## src/rtl/irq_ctrl_pkg.sv

```systemverilog
package irq_ctrl_pkg;
  typedef enum logic [1:0] {
    REQ_NONE = 2'b00,
    REQ_MASK = 2'b01,
    REQ_NMI  = 2'b10
  } req_id_e;

  typedef struct packed {
    logic edge_sel;
    logic en;
  } cfg_t;

  localparam cfg_t CFG_RESET = '{edge_sel: 1'b0, en: 1'b1};
endpackage

```

## src/rtl/irq_sync.sv

```systemverilog
module irq_sync #(
  parameter int W      = 2,
  parameter int STAGES = 2
) (
  input  logic         clk_i,
  input  logic         rst_ni,
  input  logic [W-1:0] d_i,
  output logic [W-1:0] q_o
);
  logic [W-1:0] stg [STAGES];

  for (genvar s = 0; s < STAGES; s++) begin : g_stage
    always_ff @(posedge clk_i or negedge rst_ni) begin
      if (!rst_ni) stg[s] <= '1;
      else if (s == 0) stg[s] <= d_i;
      else stg[s] <= stg[(s == 0) ? 0 : s-1];
    end
  end

  assign q_o = stg[STAGES-1];
endmodule

```

## src/rtl/irq_edge_cap.sv

```systemverilog
module irq_edge_cap (
  input  logic clk_i,
  input  logic rst_ni,
  input  logic lvl_n_i,
  input  logic en_i,
  input  logic edge_sel_i,
  input  logic ack_i,
  output logic active_o
);
  logic prev_n;
  logic pend;
  logic fall;

  assign fall = prev_n & ~lvl_n_i;

  always_ff @(posedge clk_i or negedge rst_ni) begin
    if (!rst_ni) prev_n <= 1'b1;
    else prev_n <= lvl_n_i;
  end

  // new edge wins over a simultaneous ack
  always_ff @(posedge clk_i or negedge rst_ni) begin
    if (!rst_ni) pend <= 1'b0;
    else if (fall && edge_sel_i && en_i) pend <= 1'b1;
    else if (ack_i || !edge_sel_i) pend <= 1'b0;
  end

  assign active_o = en_i & (edge_sel_i ? pend : ~lvl_n_i);
endmodule

```

## src/rtl/irq_arb.sv

```systemverilog
module irq_arb
  import irq_ctrl_pkg::*;
(
  input  logic    mreq_i,
  input  logic    imask_i,
  input  logic    nmi_lvl_n_i,
  input  logic    xmask_i,
  output req_id_e id_o
);
  always_comb begin
    if (!nmi_lvl_n_i && !xmask_i) id_o = REQ_NMI;
    else if (mreq_i && !imask_i)  id_o = REQ_MASK;
    else                          id_o = REQ_NONE;
  end
endmodule

```

## src/rtl/irq_rst_vec.sv

```systemverilog
module irq_rst_vec #(
  parameter int          AW         = 16,
  parameter logic [AW-1:0] VEC_CLKMON = 16'hFFFC,
  parameter logic [AW-1:0] VEC_COP    = 16'hFFFA,
  parameter logic [AW-1:0] VEC_NORMAL = 16'hFFFE
) (
  input  logic          cop_pend_i,
  input  logic          clkmon_pend_i,
  output logic [AW-1:0] vec_o
);
  always_comb begin
    if (clkmon_pend_i)   vec_o = VEC_CLKMON;
    else if (cop_pend_i) vec_o = VEC_COP;
    else                 vec_o = VEC_NORMAL;
  end
endmodule

```

## src/rtl/irq_input_ctrl.sv

```systemverilog
module irq_input_ctrl
  import irq_ctrl_pkg::*;
#(
  parameter int SYNC_STAGES = 2,
  parameter int AW          = 16
) (
  input  logic          clk_i,
  input  logic          rst_ni,
  input  logic          irq_ni,
  input  logic          nmi_ni,
  input  logic          cfg_we_i,
  input  logic [1:0]    cfg_wdata_i,
  output logic [1:0]    cfg_o,
  input  logic          imask_i,
  input  logic          xmask_we_i,
  input  logic          xmask_wdata_i,
  output logic          xmask_o,
  input  logic          ack_i,
  output logic [1:0]    pin_lvl_o,
  output logic          req_o,
  output logic [1:0]    req_id_o,
  input  logic          cop_pend_i,
  input  logic          clkmon_pend_i,
  output logic [AW-1:0] rst_vec_o
);
  localparam int NPIN = 2;

  cfg_t         cfg_q;
  logic         xmask_q;
  logic [NPIN-1:0] lvl_n;
  logic         mreq;
  req_id_e      id;

  always_ff @(posedge clk_i or negedge rst_ni) begin
    if (!rst_ni) cfg_q <= CFG_RESET;
    else if (cfg_we_i) cfg_q <= cfg_t'(cfg_wdata_i);
  end

  // one-way clear; only reset sets it
  always_ff @(posedge clk_i or negedge rst_ni) begin
    if (!rst_ni) xmask_q <= 1'b1;
    else if (xmask_we_i && !xmask_wdata_i) xmask_q <= 1'b0;
  end

  irq_sync #(.W(NPIN), .STAGES(SYNC_STAGES)) u_sync (
    .clk_i (clk_i),
    .rst_ni(rst_ni),
    .d_i   ({nmi_ni, irq_ni}),
    .q_o   (lvl_n)
  );

  irq_edge_cap u_cap (
    .clk_i     (clk_i),
    .rst_ni    (rst_ni),
    .lvl_n_i   (lvl_n[0]),
    .en_i      (cfg_q.en),
    .edge_sel_i(cfg_q.edge_sel),
    .ack_i     (ack_i),
    .active_o  (mreq)
  );

  irq_arb u_arb (
    .mreq_i     (mreq),
    .imask_i    (imask_i),
    .nmi_lvl_n_i(lvl_n[1]),
    .xmask_i    (xmask_q),
    .id_o       (id)
  );

  irq_rst_vec #(.AW(AW)) u_vec (
    .cop_pend_i   (cop_pend_i),
    .clkmon_pend_i(clkmon_pend_i),
    .vec_o        (rst_vec_o)
  );

  assign cfg_o     = cfg_q;
  assign xmask_o   = xmask_q;
  assign pin_lvl_o = lvl_n;
  assign req_id_o  = id;
  assign req_o     = (id != REQ_NONE);
endmodule

```

## config.mk

```make
export PLATFORM = sky130hd
export DESIGN_NAME = irq_input_ctrl
export DESIGN_NICKNAME = d
export VERILOG_FILES = /design/src/rtl/irq_ctrl_pkg.sv /design/src/rtl/irq_sync.sv /design/src/rtl/irq_edge_cap.sv /design/src/rtl/irq_arb.sv /design/src/rtl/irq_rst_vec.sv /design/src/rtl/irq_input_ctrl.sv
export SDC_FILE = /design/constraint.sdc
export NUM_CORES = 1
export LEC_CHECK = 0
export CAP_MARGIN = 40
export CORE_UTILIZATION = 32
export DETAILED_ROUTE_END_ITERATION = 12
export HOLD_SLACK_MARGIN = 0.15
export PLACE_DENSITY = 0.74
export SYNTH_ARGS = -nofsm -noshare
export SYNTH_HDL_FRONTEND = slang
export SYNTH_SLANG_ARGS = --single-unit
```

## constraint.sdc

```tcl
create_clock -name clk_i -period 1.25 [get_ports clk_i]
set_input_delay 0.25 -clock clk_i [delete_from_list [all_inputs] [get_ports clk_i]]
set_output_delay 0.25 -clock clk_i [all_outputs]
set_load 0.02 [all_outputs]
```

## Word-level counts from Yosys, hierarchy flattened

Cells that the tools add are included.

| word-level totals | value |
|---|---|
| flip-flop bits (word level) | 9 |
| latch bits | 0 |
| memory bits (writable) | 0 |
| bits in read-only memories | 0 |
| bits of input ports | 13 |
| output and inout bits | 24 |
| word-level logic and storage cells | 30 |
| memories kept | 0 |

| operators by class | value |
|---|---|
| add/subtract/negate cells | 0 |
| $mul | 0 |
| div/mod/pow operators | 0 |
| $lt $le $gt $ge | 0 |
| eq/ne operators | 0 |
| shift operators | 0 |
| multiplexer cells | 7 |
| bitwise gates (word level) | 3 |
| reduce and logical (&&, ||, !) cells | 13 |

Operators by type and width:

| cell | number |
|---|---|
| $mux 16 | 1 |
| $logic_and 1x1->1 | 5 |
| $logic_not 1->1 | 5 |
| $mux 1 | 4 |
| $reduce_bool 2->1 | 2 |
| $mux 3 | 1 |
| $and 1x1->1 | 2 |
| $mux 2 | 1 |
| $logic_or 1x1->1 | 1 |
| $not 1->1 | 1 |

## Longest topological paths before layout

Gate-level depths: netlist of the first run.

| logic depth | value |
|---|---|
| word-level depth | 7 |
| gate-level depth with buffers | 2 |
| depth with buffers taken out | 2 |

## Modules after synthesis

A second synthesis of the first run with hierarchy kept.

| second synthesis, totals | value |
|---|---|
| cell total of the unflattened synthesis | 41 |
| area total of the unflattened synthesis | 465.4 um2 |

Modules (own cells, without submodules):

| module | times used | cells each | area each (um2) | seq. area each (um2) |
|---|---|---|---|---|
| irq_rst_vec | 1 | 18 | 122.6 | 0.0 |
| irq_sync | 1 | 6 | 120.1 | 105.1 |
| irq_input_ctrl | 1 | 8 | 117.6 | 77.6 |
| irq_edge_cap | 1 | 7 | 86.3 | 51.3 |
| irq_arb | 1 | 2 | 18.8 | 0.0 |

## Worst setup path after synthesis of the first run

No wires, ideal clock.

| timing | value |
|---|---|
| path kind | register to output |
| start | reg xmask_q (netlist: xmask_o) |
| end | out req_id_o[0] |
| arrival | 1.280 ns |
| required time | 1.000 ns |
| slack | -0.280 ns |
| stages on the path, launching flop included | 3 |
| path buffers | 0 |
| cells stage by stage | dfstp_2 -> nor2_1 -> nor4_2 |

| between the ends | value |
|---|---|
| cells in the longest elaborated chain, start to end | 3 |

RTL lines:

| what | line | source |
|---|---|---|
| from (decl) | irq_input_ctrl.sv:29 | `logic xmask_q;` |
| from (signal assigned) | irq_input_ctrl.sv:41 | `if (!rst_ni) xmask_q <= 1'b1;` |
| from (signal assigned) | irq_input_ctrl.sv:42 | `else if (xmask_we_i && !xmask_wdata_i) xmask_q <= 1'b0;` |
| $logic_not 1->1 | irq_arb.sv:11 | `if (!nmi_lvl_n_i && !xmask_i) id_o = REQ_NMI;` |
| $logic_and 1x1->1 | irq_arb.sv:11 |  |
| $mux 2 | irq_arb.sv:11 |  |
| to (decl) | irq_input_ctrl.sv:21 | `output logic [1:0] req_id_o,` |

No other way between the ends.

## Worst setup path in the final report of the first run

| timing | value |
|---|---|
| start | reg cfg_q, in the netlist cfg_o[1] |
| end | out req_id_o[0] |

| between the ends | value |
|---|---|
| cells in the longest elaborated chain, start to end | 5 |

RTL lines:

| what | line | source |
|---|---|---|
| from (decl) | irq_input_ctrl.sv:28 | `cfg_t cfg_q;` |
| from (signal assigned) | irq_input_ctrl.sv:36 | `else if (cfg_we_i) cfg_q <= cfg_t'(cfg_wdata_i);` |
| $mux 1 | irq_edge_cap.sv:28 | `assign active_o = en_i & (edge_sel_i ? pend : ~lvl_n_i);` |
| $and 1x1->1 | irq_edge_cap.sv:28 |  |
| $logic_and 1x1->1 | irq_arb.sv:12 | `else if (mreq_i && !imask_i) id_o = REQ_MASK;` |
| $mux 1 | irq_arb.sv:12 |  |
| $mux 2 | irq_arb.sv:11 |  |

No other way between the ends.

==> results of run 1 <==
==> logic make-up after synthesis <==
| family | count (synthesis) |
|---|---|
| other cells | 2 |
| compound gates | 3 |
| simple gates | 8 |
| mux | 2 |
| flops | 9 |
| buf+inv | 20 |
==> per-stage QoR <==
step	power, mW	util [%]	instances
floorplan	0.4849	-	56
global placement	0.5347	52.29	80
detailed placement	0.5404	52.29	80
CTS	0.7851	56.78	86
global route	0.8225	57.88	88
finish	0.7808	57.88	88
==> layer usage <==
layer / share of wire [%] / wire, um / up-vias / global-route usage, %
li1: - / - / 165 / -
met1: 37 / 338 / 163 / 11.95
met2: 53 / 483 / 23 / 25.00
met3: 9.5 / 86 / 0 / 6.522
met4: 0 / 0 / 0 / 2.419
met5: 0 / 0 / - / 0
==> sequential cells by signal, summed over array words and instances (netlist names) <==
register,cells
u_cap.pend,1
u_sync.stg,2
xmask_o,1
u_sync.q_o,2
cfg_o,2
u_cap.prev_n,1
==> final cells by class <==
class | count | area [sq um] | area share, %
clock buffer | 4 | 26.28 | 3.323
inverter | 2 | 7.507 | 0.9494
multi-input combinational | 27 | 209.0 | 26.42
sequential | 9 | 234.0 | 29.59
tap | 15 | 18.77 | 2.373
timing repair buffer | 31 | 295.3 | 37.34
==> worst reg2reg max path, stage by stage, from the launching register on <==
cell and delay [ps]:
dfrtp_1 390, buf_4 150, buf_4 130, mux2_1 270
==> where the power goes <==
part | internal, mW | switching [mW] | total [mW]
Sequential | 0.317 | 0.0123 | 0.330
Clock | 0.123 | 0.0958 | 0.218
Combinational | 0.117 | 0.116 | 0.233
Total | 0.557 | 0.224 | 0.781
==> cell usage after synthesis <==
master and instances:
nand3b_1 1, mux2_1 2, nand2_1 1, inv_1 2, conb_1 2, o32ai_2 1, buf_4 18, a21boi_1 2
nor4_2 1, dfrtp_1 2, nand2b_1 2, nor2_1 1, nor2b_1 1, dfstp_2 7, nor2b_2 1
==> worst max path at each step <==
stage	end	depth (start not counted)	startpoint	slack, ps
detailed placement	req_id_o[0]	4	imask_i	-740
global route	req_id_o[0]	3	cfg_o[1]	-320
global placement	req_o	4	imask_i	-700
finish	req_id_o[0]	3	cfg_o[1]	-260
floorplan	req_id_o[0]	2	xmask_o	-60
CTS	req_id_o[0]	3	xmask_o	-280
==> timing repair <==
action,CTS,global route
setup buffers,2,3
resized for setup,54,8
setup endpoints to repair,10,9
hold endpoints to repair,0,0
pin swaps,2,0
==> impl_metrics.env, run 1 <==
export IMPL_initial_core_util_pct=36.08
export IMPL_diodes=0
export IMPL_syn_avg_cell_area_sq_um=11.20
export IMPL_cts_buffer_depth=2
export IMPL_drv_cap=0
export IMPL_regToRegEndpoint="cfg_o[1]"
export IMPL_worst_ep_required_time_ps=1000
export IMPL_synthesis_area_sq_um=493.0
export IMPL_routed_wl_um=908
export IMPL_timing_setup_tns_ps=-857.6
export IMPL_ys_warn_count=0
export IMPL_portBuffers=22
export IMPL_p_per_area_nw_per_um2=987.5
export IMPL_rows=13
export IMPL_clk_pin_slew_ps=60
export IMPL_violations="negative setup slack"
export IMPL_cts_buffers=3
export IMPL_crit_chain="nor2b_4 -> nor4_4 -> buf_4"
export IMPL_nFillCells=118
export IMPL_synth_xor_area_share_pct=0
export IMPL_grt_util_all_layers_pct=12.94
export IMPL_drtAntennaViolNets=0
export IMPL_htree_levels=1
export IMPL_wire_per_inst_um=10.32
export IMPL_final_common_cell="conb_1"
export IMPL_rrSetupSlack_ps=190
export IMPL_r2r_start="cfg_o[1]"
export IMPL_crit_path_max_fanout=2
export IMPL_dp_final_hpwl_um=747.3
export IMPL_whs_ps=272.5
export IMPL_worst_slack_ps=-256.6
export IMPL_avgViaCountPerCell=3.989
export IMPL_cpPeakStageDelay_ps=390
export IMPL_synth_seq_cells=9
export IMPL_cts_tree="done"
export IMPL_first_global_vias=296
export IMPL_die_w_um=41.25
export IMPL_crit_arrival_ps=1260
export IMPL_worstSetupPathType="flip-flop to output port"
export IMPL_final_cell_mix="conb_1, clkdlybuf4s50_1, buf_6"
export IMPL_coreArea_sq_um=1366
export IMPL_grt_pass1_wl_mm=1.317
export IMPL_die_h_um=41.25
export IMPL_gp_congestion=0.6240
export IMPL_holdBufCountCts=0
export IMPL_grt_setup_unrepaired="yes"
export IMPL_finalCritPeriodShare_pct=120.5
export IMPL_synth_top_family_by_area="buffers and inverters"
export IMPL_overflow=0
export IMPL_synth_compound_area_share_pct=6.345
export IMPL_synth_area_leaders="dfstp_2, buf_4, dfrtp_1, mux2_1, o32ai_2"
export IMPL_remaining_drc_errors=0
export IMPL_crit_slowest_cell="dfrtp_1"
export IMPL_path_buf_inv=1
export IMPL_antenna_found_initial=0
export IMPL_cts_root_buffer="clkbuf_4"
export IMPL_final_max_slew_viol_count=0
export IMPL_place_ws_ps=-735.5
export IMPL_finalSetupViolations=7
export IMPL_ioPinCount=37
export IMPL_crit_path_end_kind="output port"
export IMPL_numClockSinks=9
export IMPL_hold_class="primary input to asynchronous set/reset pin"
export IMPL_min_period_ps=1507
export IMPL_final_layout_size_suffix_gt1_share_pct=47.95
export IMPL_cp_start_kind="flip-flop"
export IMPL_ys_seq_area_share_pct=47.46
export IMPL_fp_dieArea_sq_um=1702
export IMPL_vias=351
export IMPL_yosys_area_top_type="dfstp_2"
export IMPL_drt_iter0_drc=0
export IMPL_finalNetCount=87
export IMPL_syn_inst=44
export IMPL_synth_top_area_share_pct=37.31
export IMPL_synth_simple_gate_area_share_pct=11.17
export IMPL_ir_drop_mv=0.9830
export IMPL_leakage_nw=0.3708
export IMPL_skew_ps=4.851
export IMPL_cp_top_family="simple AND/OR/NAND/NOR gates"
export IMPL_final_cell_area_sq_um=790.8
export IMPL_ff2ff_path_depth=3
export IMPL_muxShareOfSynthArea_pct=4.569
export IMPL_synth_cell_types=15
export IMPL_placement_cell_area_sq_um=714.4
export IMPL_hold_viol_final=0
export IMPL_clkLatencyLatePin_ps=260
export IMPL_area_growth_syn_to_layout_pct=60.41
export IMPL_dr_pass1_iters=1
export IMPL_outcome="finished, violations left"
export IMPL_grt_max_degree=10
export IMPL_fmax_mhz=663.7
export IMPL_synthAdderAreaFrac_pct=0
Note: power is estimated with default switching activity, not from simulation.
==> run 2, diff against run 1 <==
CORE_AREA = 2 2 39 41   (was unset)
CORE_UTILIZATION = unset   (was 32)
DIE_AREA = 0 0 41 43   (was unset)
DONT_BUFFER_PORTS = 1   (was unset)
PLACE_DENSITY = 0.48   (was 0.74)
==> impl_metrics.env, run 2 (synthesized netlist as in run 1, its figures left out) <==
export IMPL_outcome="finished, violations left"
export IMPL_violations="negative setup slack"
export IMPL_finalSetupViolations=3
export IMPL_use_met1_pct=13.09
export IMPL_whs_ps=169.7
export IMPL_dr_pass1_iters=2
export IMPL_ff2ff_path_depth=3
export IMPL_rows=14
export IMPL_min_path_cells=2
export IMPL_overflow=0
export IMPL_die_h_um=43
export IMPL_r2r_start="cfg_o[1]"
export IMPL_p_sw_mw=0.2203
export IMPL_fp_dieArea_sq_um=1763
export IMPL_hold_viol_final=0
export IMPL_rrSetupSlack_ps=170
export IMPL_wire_per_inst_um=11.42
export IMPL_hp_start="ack_i"
export IMPL_worst_ep_required_time_ps=1000
export IMPL_grt_max_degree=10
export IMPL_intPower_mw=0.5075
export IMPL_diodes=0
export IMPL_crit_path_max_fanout=2
export IMPL_cts_root_buffer="clkbuf_4"
export IMPL_regToRegEndpoint="cfg_o[1]"
export IMPL_cts_buffer_depth=2
export IMPL_nFillCells=141
export IMPL_hold_class="primary input to flip-flop"
export IMPL_numClockSinks=9
export IMPL_area_growth_syn_to_layout_pct=34.77
export IMPL_final_common_cell="conb_1"
export IMPL_p_per_area_nw_per_um2=1096
export IMPL_routed_wl_um=868
export IMPL_grt_util_all_layers_pct=11.90
export IMPL_clock_power_share_pct=30.0
export IMPL_placedCellCount=62
export IMPL_worstSetupPathType="flip-flop to output port"
export IMPL_grt_pass1_wl_mm=1.352
export IMPL_min_period_ps=1482
export IMPL_drv_cap=0
export IMPL_cts_buffers=3
export IMPL_fmax_mhz=674.7
export IMPL_final_max_slew_viol_count=0
export IMPL_combPwrFrac_pct=24.8
export IMPL_vias=296
export IMPL_min_delay_worst_endpoint="u_cap.pend"
export IMPL_worst_slack_ps=-232.2
export IMPL_finalNetCount=74
export IMPL_crit_path_end_kind="output port"
export IMPL_skew_ps=6.428
export IMPL_initial_core_util_pct=35.62
export IMPL_ir_drop_mv=0.5380
export IMPL_sw_frac_of_total_pct=30.27
export IMPL_avgViaCountPerCell=3.895
export IMPL_gp_congestion=0.6020
export IMPL_drt_iter0_drc=3
export IMPL_first_global_vias=304
export IMPL_die_w_um=41
export IMPL_final_cells=76
export IMPL_ioPinCount=37
export IMPL_final_layout_size_suffix_gt1_share_pct=45.00
export IMPL_coreArea_sq_um=1384
export IMPL_leakage_nw=0.3105
export IMPL_clk_pin_slew_ps=60
export IMPL_grt_setup_unrepaired="yes"
export IMPL_grt_use_met3_pct=2.618
export IMPL_remaining_drc_errors=0
export IMPL_final_cell_mix="conb_1, dlygate4sd3_1, dfstp_2, buf_4"
export IMPL_finalCritPeriodShare_pct=118.6
export IMPL_grt_util_met2_pct=19.06
export IMPL_portBuffers=0
export IMPL_drtAntennaViolNets=0
export IMPL_cts_tree="done"
export IMPL_crit_arrival_ps=1230
export IMPL_grt_busiest_layer="met2"
export IMPL_htree_levels=1
export IMPL_cp_start_kind="flip-flop"
export IMPL_clkLatencyLatePin_ps=260
export IMPL_dp_final_hpwl_um=690.9
export IMPL_pwr_share_seq_pct=45.2
export IMPL_antenna_found_initial=0
run 2: cell count changes in the layout (fill, tap and decap cells not counted):
cell	delta
clkbuf_1	-1
clkdlybuf4s50_1	-12
buf_2	-2
dlygate4sd3_1	+8
buf_6	-7
clkinv_2	+1
run 2: through the flow:
step | power (mW) | TNS [ps] | setup WS (ps) | utilization, % | cell area (sq um)
floorplan | 0.4849 | -60.51 | -60.51 | - | 573.1
global placement | 0.4682 | -8.325 | -8.325 | 37.43 | 518.0
detailed placement | 0.4709 | -47.00 | -47.00 | 37.43 | 518.0
CTS | 0.7337 | -622.1 | -261.2 | 46.93 | 649.4
global route | 0.7668 | -846.3 | -310.2 | 48.01 | 664.4
finish | 0.7278 | -663.1 | -232.2 | 48.01 | 664.4
run 2: worst max path at each step:
| stage | start | end | slack (ps) |
|---|---|---|---|
| global placement | cfg_o[0] | req_id_o[0] | -8 |
| finish | u_sync.q_o[1] | req_id_o[0] | -230 |
| global route | u_sync.q_o[1] | req_id_o[0] | -310 |
| detailed placement | cfg_o[0] | req_id_o[0] | -50 |
| floorplan | xmask_o | req_id_o[0] | -60 |
| CTS | xmask_o | req_id_o[0] | -260 |
run 2: critical path, stage by stage (launching register included):
cell	delay [ps]
dfstp_2	560
nor2_4	50
nor4_4	190
buf_4	170
run 2: layout make-up:
| cell class | count | area (sq um) | area share (%) |
|---|---|---|---|
| multi-input cells | 27 | 209.0 | 31.45 |
| repair buffers | 18 | 166.4 | 25.05 |
| well taps | 16 | 20.02 | 3.013 |
| inverters | 2 | 7.507 | 1.130 |
| clock buffers | 3 | 22.52 | 3.390 |
| flip-flops and latches | 9 | 234.0 | 35.22 |
| clock inverters | 1 | 5.005 | 0.7533 |
run 2: power groups by stage:
stage | clock network [mW] | registers, mW | logic [mW]
2_1_floorplan | 0 | 0.334 | 0.151
3_3_place_gp | 0 | 0.332 | 0.136
3_5_place_dp | 0 | 0.333 | 0.138
4_1_cts | 0.230 | 0.329 | 0.175
5_1_grt | 0.240 | 0.331 | 0.196
6_report | 0.219 | 0.329 | 0.181
run 2: metal layers:
metal,vias up,part of all wire (%)
met3,0,7.0
met4,0,0
li1,138,-
met5,-,0
met2,13,63
met1,145,30
run 2: timing repair:
item | CTS | global route
setup buffers | 2 | 1
gates resized for setup | 4 | 2
setup endpoints to repair | 3 | 6
hold endpoints to repair | 14 | 0
hold buffers | 8 | 0
pin swaps | 3 | 1
==> run 3, diff against run 2 <==
ABC_CLOCK_PERIOD_IN_PS = 1250   (was unset)
==> results of run 3 <==
Same layout as run 2: the final DEF is identical, and so are final timing and power.
